--- config.mk ---
export PLATFORM = sky130hd
export DESIGN_NAME = i2c_crc_word_target
export DESIGN_NICKNAME = d
export VERILOG_FILES = /design/src/rtl/i2c_crc_word_target.sv
export SDC_FILE = /design/constraint.sdc
export NUM_CORES = 1
export LEC_CHECK = 0
export CAP_MARGIN = 30
export CORE_ASPECT_RATIO = 0.5
export CORE_UTILIZATION = 30
export CTS_CLUSTER_DIAMETER = 200
export DETAILED_ROUTE_END_ITERATION = 10
export PLACE_DENSITY = 0.48
export SYNTH_ARGS = -nofsm -noshare
export SYNTH_HDL_FRONTEND = slang
export SYNTH_SLANG_ARGS = --single-unit
--- constraint.sdc ---
create_clock -name clk -period 2.63 [get_ports clk]
set_clock_uncertainty 0.05 [all_clocks]
set_input_delay 0.263 -clock clk [delete_from_list [all_inputs] [get_ports clk]]
set_output_delay 0.263 -clock clk [all_outputs]
set_load 0.02 [all_outputs]
--- src/rtl/i2c_crc_word_target.sv ---
module i2c_crc_word_target #(
  parameter logic [6:0] DEV_ADDR    = 7'h0B,
  parameter int         TIMEOUT_CYC = 1_300_000
) (
  input  logic        clk,
  input  logic        rst_n,
  input  logic        scl_i,
  input  logic        sda_i,
  output logic        scl_pull_o,
  output logic        sda_pull_o,
  output logic [7:0]  reg_addr_o,
  output logic [15:0] reg_wdata_o,
  output logic        reg_we_o,
  output logic        reg_rd_o,
  input  logic [15:0] reg_rdata_i
);

  localparam int TW = $clog2(TIMEOUT_CYC + 1);

  typedef enum logic [3:0] {
    S_IDLE, S_ADDR, S_CMD, S_WLO, S_WHI, S_WCRC, S_RLO, S_RHI, S_RCRC, S_LAST
  } st_t;

  function automatic logic [7:0] crc_upd(input logic [7:0] c, input logic [7:0] d);
    logic [7:0] r;
    r = c;
    for (int i = 7; i >= 0; i--)
      r = {r[6:0], 1'b0} ^ ((r[7] ^ d[i]) ? 8'h07 : 8'h00);
    return r;
  endfunction

  logic [1:0] scl_sy, sda_sy;
  logic       scl_q, sda_q;
  wire scl_s = scl_sy[1];
  wire sda_s = sda_sy[1];

  always_ff @(posedge clk or negedge rst_n)
    if (!rst_n) begin
      scl_sy <= 2'b11; sda_sy <= 2'b11; scl_q <= 1'b1; sda_q <= 1'b1;
    end else begin
      scl_sy <= {scl_sy[0], scl_i}; sda_sy <= {sda_sy[0], sda_i};
      scl_q  <= scl_s;              sda_q  <= sda_s;
    end

  wire scl_rise  = scl_s & ~scl_q;
  wire scl_fall  = ~scl_s & scl_q;
  wire bus_start = scl_s & scl_q & sda_q & ~sda_s;
  wire bus_stop  = scl_s & scl_q & ~sda_q & sda_s;

  st_t         st;
  logic [3:0]  bitcnt;
  logic [7:0]  rx, txsh, cmd, crc;
  logic [15:0] wword, rword;
  logic        ack_drv, tx_drv, txbyte, stretch, we, rd;
  logic [TW-1:0] tmo;

  wire ninth     = scl_rise && (bitcnt == 4'd8);
  wire tmo_abort = (st != S_IDLE) && (tmo == TW'(TIMEOUT_CYC - 1)) && !ninth && !bus_start;
  wire cmd_ok    = (rx >= 8'h02) && (rx < 8'h40);

  assign sda_pull_o  = ack_drv | (tx_drv & ~txsh[7]);
  assign scl_pull_o  = stretch;
  assign reg_addr_o  = cmd;
  assign reg_wdata_o = wword;
  assign reg_we_o    = we;
  assign reg_rd_o    = rd;

  always_ff @(posedge clk or negedge rst_n)
    if (!rst_n)                                 tmo <= '0;
    else if (st == S_IDLE || bus_start || ninth) tmo <= '0;
    else                                        tmo <= tmo + 1'b1;

  always_ff @(posedge clk or negedge rst_n) begin
    if (!rst_n) begin
      st <= S_IDLE; bitcnt <= '0; rx <= '0; txsh <= '0; cmd <= '0; crc <= '0;
      wword <= '0; rword <= '0; ack_drv <= 1'b0; tx_drv <= 1'b0; txbyte <= 1'b0;
      stretch <= 1'b0; we <= 1'b0; rd <= 1'b0;
    end else begin
      we <= 1'b0;
      rd <= 1'b0;
      if (rd) begin
        rword <= reg_rdata_i; txsh <= reg_rdata_i[7:0]; tx_drv <= 1'b1; txbyte <= 1'b1;
      end else begin
        stretch <= 1'b0;
      end
      if (bus_start) begin
        st <= S_ADDR; bitcnt <= '0;
        ack_drv <= 1'b0; tx_drv <= 1'b0; txbyte <= 1'b0; stretch <= 1'b0;
      end else if (bus_stop || tmo_abort) begin
        st <= S_IDLE;
        ack_drv <= 1'b0; tx_drv <= 1'b0; txbyte <= 1'b0; stretch <= 1'b0;
      end else if (st != S_IDLE) begin
        if (scl_rise) begin
          if (bitcnt < 4'd9) bitcnt <= bitcnt + 4'd1;
          if (bitcnt < 4'd8) rx <= {rx[6:0], sda_s};
          if (bitcnt == 4'd8 && txbyte && sda_s) st <= S_LAST;
        end
        if (scl_fall) begin
          if (tx_drv && bitcnt >= 4'd1 && bitcnt <= 4'd7) txsh <= {txsh[6:0], 1'b0};
          if (bitcnt == 4'd8) begin
            tx_drv <= 1'b0;
            case (st)
              S_ADDR:
                if (rx[7:1] == DEV_ADDR) begin
                  ack_drv <= 1'b1;
                  if (rx[0]) begin st <= S_RLO; crc <= crc_upd(crc, rx); end
                  else       begin st <= S_CMD; crc <= crc_upd(8'h00, rx); end
                end else st <= S_LAST;
              S_CMD:
                if (cmd_ok) begin
                  ack_drv <= 1'b1; cmd <= rx; crc <= crc_upd(crc, rx); st <= S_WLO;
                end else st <= S_LAST;
              S_WLO:  begin ack_drv <= 1'b1; wword[7:0]  <= rx; crc <= crc_upd(crc, rx); st <= S_WHI; end
              S_WHI:  begin ack_drv <= 1'b1; wword[15:8] <= rx; crc <= crc_upd(crc, rx); st <= S_WCRC; end
              S_WCRC: begin ack_drv <= 1'b1; we <= (rx == crc); st <= S_LAST; end
              S_RLO:  begin crc <= crc_upd(crc, rword[7:0]);  st <= S_RHI; end
              S_RHI:  begin crc <= crc_upd(crc, rword[15:8]); st <= S_RCRC; end
              default: st <= S_LAST;
            endcase
          end
          if (bitcnt == 4'd9) begin
            ack_drv <= 1'b0; txbyte <= 1'b0; bitcnt <= '0;
            case (st)
              S_RLO:  begin rd <= 1'b1; stretch <= 1'b1; end
              S_RHI:  begin txsh <= rword[15:8]; tx_drv <= 1'b1; txbyte <= 1'b1; end
              S_RCRC: begin txsh <= crc;         tx_drv <= 1'b1; txbyte <= 1'b1; end
              S_LAST: st <= S_IDLE;
              default: ;
            endcase
          end
        end
      end
    end
  end

endmodule


# Yosys cells after proc, flatten, opt, wreduce, memory -nomap -nowiden
# Cells that the tools add are included.
# word_totals
register_bits	105
input_bits	20
elab_cells	265
# op_classes
n_addsub	2
magnitude_cmp	6
eq_ne	19
mux	108
n_bitwise	78
n_reduce_logical	32
# ops
operator	n
$xor 8x3->8	27
$mux 3	33
$mux 8	10
$mux 4	18
$mux 1	42
$pmux 8 s5	1
$xor 1x1->1	26
$pmux 4 s6	1
$add 21x1->21 const B	1
$eq 21x21->1 const B	1
$mux 21	1
$reduce_and 6->1	3
$eq 4x3->1 const B	4
$eq 4x4->1 const B	4
$pmux 8 s2	1
$ne 5x5->1 const B	2
$logic_and 1x1->1	9
$and 1x1->1	8
$eq 4x2->1 const B	2
$eq 8x8->1	1
$ge 8x2->1 const B	1
$lt 4x4->1 const B	2
$lt 8x7->1 const B	1
$reduce_and 8->1	1
other kinds (27)	45

# Longest topological paths before layout
# depth
depth_word	27
depth_mapped	10

# Worst setup path after synthesis
# OpenSTA, ideal clock, no wires.
# synth_path
path_kind	register -> register
startpoint	register rx[3]
endpoint	register crc[4]
setup_time_ps	125
arrival_time_ps	2164
t_required_ps	2455
setup_slack_ps	290
stages_incl_launch_ff	10
path_buffers	2
cell_sequence	dfrtp_1 -> clkbuf_1 -> inv_1 -> ha_1 -> and4b_1 -> a31o_2 -> a221oi_1 -> or4_4 -> buf_6 -> mux2_4
# synth_between
elab_chain_cells	9
# synth_lines
item	line_no	rtl
from (decl)	52	logic [7:0] rx, txsh, cmd, crc;
from (signal assigned)	95	if (bitcnt < 4'd8) rx <= {rx[6:0], sda_s};
$xor 1x1->1	28	r = {r[6:0], 1'b0} ^ ((r[7] ^ d[i]) ? 8'h07 : 8'h00);
$mux 3	28	
$xor 7x3->7 or $xor 8x3->8 (tied branches)	28	
$xor 8x3->8 (3 in series)	28	
$mux 8	106	if (rx[0]) begin st <= S_RLO; crc <= crc_upd(crc, rx); end
$mux 8	104	if (rx[7:1] == DEV_ADDR) begin
$pmux 8 s5	102	case (st)
to (signal assigned)	106	
to (signal assigned)	107	else begin st <= S_CMD; crc <= crc_upd(8'h00, rx); end
to (signal assigned)	111	ack_drv <= 1'b1; cmd <= rx; crc <= crc_upd(crc, rx); st <= S_WLO;
to (decl)	52	
# Parallel ways exist; a longest one is shown, timed or not. The select of a mux whose other input is x is not followed.
# A chain may end at the register's enable or synchronous reset.

# Final worst setup path
# layout_path
startpoint	register tmo[0]
endpoint	register wword[6] (netlist: reg_wdata_o[6])
# layout_between
elab_chain_cells	7
# layout_lines
item	line_no	rtl
from (decl)	55	logic [TW-1:0] tmo;
from (signal assigned)	71	else tmo <= tmo + 1'b1;
$eq 21x21->1	58	wire tmo_abort = (st != S_IDLE) && (tmo == TW'(TIMEOUT_CYC - 1)) && !ninth && !bus_start;
$logic_and 1x1->1 (3 in series)	58	
$logic_or 1x1->1	89	end else if (bus_stop || tmo_abort) begin
$not 1->1 (no source line)	--	
$reduce_and 6->1 (no source line)	--	
to (signal assigned)	76	wword <= '0; rword <= '0; ack_drv <= 1'b0; tx_drv <= 1'b0; txbyte <= 1'b0;
to (signal assigned)	113	S_WLO: begin ack_drv <= 1'b1; wword[7:0] <= rx; crc <= crc_upd(crc, rx); st <= S_WHI; end
to (decl)	53	logic [15:0] wword, rword;
# Every way passes these cells.

==> results.md <==
* Status: complete, no violations
* Clock buffer count from CTS at 9
* Sequential fraction of the synthesis area at 43.7%
* Worst Setup Start Kind: register
* Layout Nets at 658
* Clock period minus worst slack at 2.45 ns
* Mapped Cells at 561
* Drt first-iter violations at 232
* Sw Ratio at 24.0%
* Maxcap violations at 0
* Critical Path RT at 2.82 ns
* Post-synth EDFFs at 0
* Clock transition at the registers of the reported paths at 0.07 ns
* Worst vdd ir at 0.000309 V
* Setup_tns at 0 ns
* Mean Syn Cell Area at 10.7 um2
* Area of the multi-input gates at 3220 um2
* Die X at 202 um
* Hold path start: sda_i
* Max Transition Viols Final at 0
* Hold Crit Class: in -> reg
* Fin util at 37.0%
* Reg2reg path depth at 7
* Hold EP: sda_sy[0]
* Via count at 4,286
* Crit. End Element: register
* Die H at 102 um
* Critical path fanouts, max at 8
* Area leader, netlist: dfrtp_1
* Clk Latency, worst-skew pair at 0.35 ns
* Total grt overflow at 0
* Placed instance count at 874
* Area Overhead vs Synth at 20.2%
* Initial antenna violation count at 0
* Initial Util at 30.8%
* Distinct cells, synth at 68
* Final period util at 93.2%
* FP Rows at 36
* Drt wl/cell at 15.9 um
* Ant. Diodes at 0
* Gate power share at 7.6%
* Final non-filler cell total at 893
* Largest cells by area after synthesis: dfrtp_1, mux2_2, xnor2_1, xor2_1, ha_1
* Synth top area share at 41.1%
* Power share of the clock group at 39.9%
* Worst rel slew slack at 60.4%
* NetSw at 0.000761 W
* Antenna-violating nets left at 0
* Die area at 20,700 um2
* Io pins at 48
* Core area at 19,600 um2
* Ys async rst share at 100%
* Most used DFF post-synth: dfrtp_1
* Syn. warnings at 0
* First-pass GRT wire length at 23,900 um
* Final hold vios at 0
* Clock Path Buffers at 2
* Int Power at 0.00241 W
* Via density at 4.80
* # fillers at 1,956
* FF-to-FF setup slack at 0.18 ns
* Tot Pwr at 0.00317 W
* Layout cell share with drive strength beyond 1 at 19.1%
* Pwr dens at 437 nW/um2
* H-Tree Depth at 3
* Drc violations at 0
* Worst r2r src: tmo[0]
* Syn_nets at 597
* Drt total wl at 14,200 um
* Register area at 2640 um2
* RR Endpoint: reg_wdata_o[6]
* CTS tree: yes
* Setup violators final at 0
* Lkg Pwr at 3.05 nW
* GR Util All Layers at 14.8%
* GP Congestion at 0.847
* Clock sinks at 105
* Reg power frac at 52.5%
* Largest net degree at the start of global routing at 52
* Synthesized area at 6030 um2
* Input/output buffers at 47
* Root buf cell: clkbuf_16
* First-pass DRT Iterations at 6
* Tightest Pin Transition at 0.592 ns
* Data arrival, critical path at 2.64 ns
* Hold path depth at 1
* Number of global-route vias before repair at 4,360
* #FFs+latches synth at 105
* Max Clk Rate at 408 MHz
* WS Path Type: reg -> reg
* HPWL after detailed placement at 10,800 um
* RSZ-0062 raised after global routing: no
[worst max-delay path by stage]
stage,end,depth (start not counted),start
after floorplan,crc[4],9,rx[3]
after global placement,reg_wdata_o[5],7,tmo[0]
after detailed placement,reg_wdata_o[6],7,tmo[0]
after CTS,reg_wdata_o[5],7,tmo[0]
after global routing,crc[7],8,rx[7]
final,reg_wdata_o[6],7,tmo[0]
[registers in the layout, indices dropped and copies added (netlist names), 2 cells and up]
name / count
bitcnt: 4
crc: 8
reg_addr_o: 8
reg_wdata_o: 16
rword: 16
rx: 8
scl_sy: 2
sda_sy: 2
st: 4
tmo: 21
txsh: 8
[synth_stat cells (9+ instances only)]
cell type,instances
ha_1,16
a22oi_1,9
nand2_1,33
mux2i_1,9
a21oi_1,20
dfrtp_1,99
nand3_1,11
inv_1,15
o22ai_1,12
xor2_1,32
nor2_1,50
xnor2_1,50
o21ai_0,13
mux2_2,45
buf_2,12
clkbuf_1,15
[logic make-up after synthesis]
logic type | count (synthesis) | share of synthesized area, %
AOI/OAI and AO/OA | 95 | 10.9
and+or+nand+nor | 154 | 13.7
buffers and inverters | 44 | 3.11
muxes | 56 | 10.4
DFF | 105 | 43.7
adders and majority gates | 16 | 3.32
xor gates and xnor gates | 91 | 14.9
[per-stage QoR]
stage	hold WS, ns	setup WS [ns]	cell area (um2)
6_report	0.255	0.178	7250
5_1_grt	0.247	0.00525	7250
4_1_cts	0.247	0.0403	7220
3_5_place_dp	0.156	0.0345	6940
3_3_place_gp	0.155	0.0920	6940
2_1_floorplan	-0.0826	0.290	6030
[per-layer routing]
metal	up-vias	part of all wire [%]	GRT usage, %
met5	-	0	0
met4	0	0.82	2.95
met3	8	3.0	3.16
met2	68	44	22.7
met1	2104	52	21.6
li1	2106	-	-
[worst max-delay path, cell delays in order, from the launching register on]
cell,delay [ns]
dfrtp_1,0.38
ha_1,0.22
and3_4,0.22
nand4_1,0.21
a2111oi_4,0.55
nor2_4,0.15
nand4_4,0.20
mux2_2,0.35
[area by class of cell]
class / instances / share of cell area, %
well taps: 266 / 4.59
multi-input cells: 412 / 44.5
inverters: 15 / 0.777
clock inverters: 4 / 0.397
clock buffers: 12 / 3.40
flip-flops and latches: 105 / 36.4
repair buffers: 79 / 9.98
[placed cells by master, fill, tap and decap left out, types with 5 or more instances in the layout]
cell | synthesis | layout
clkbuf_16 | 0 | 9
nor2_1 | 50 | 50
nand3_1 | 11 | 11
nor3_1 | 8 | 8
nand2_1 | 33 | 33
a22oi_1 | 9 | 9
o22ai_1 | 12 | 12
clkdlybuf4s50_1 | 0 | 46
a21oi_1 | 20 | 20
buf_4 | 0 | 31
dfrtp_1 | 99 | 99
mux2_2 | 45 | 45
o21ai_1 | 8 | 8
xnor2_1 | 50 | 50
nand4_1 | 8 | 8
mux2i_1 | 9 | 9
dfstp_2 | 6 | 6
and3_1 | 7 | 6
xor2_1 | 32 | 32
ha_1 | 16 | 16
inv_1 | 15 | 15
a222oi_1 | 5 | 5
o21ai_0 | 13 | 13
[timing repair]
action	4_1_cts	5_1_grt
setup endpoints to repair	0	25
setup buffers	0	2
hold buffers	1	0
hold endpoints to repair	25	0
gates resized for setup	0	2
[power by group through the flow]
stage	sequential [W]	combinational, W	clock, W
after floorplan	0.00167	0.000136	0
after global placement	0.00169	0.000240	0
after detailed placement	0.00169	0.000240	0
after CTS	0.00166	0.000243	0.00132
after global routing	0.00167	0.000269	0.00139
final	0.00166	0.000240	0.00127
(Power assumes the default switching activity.)
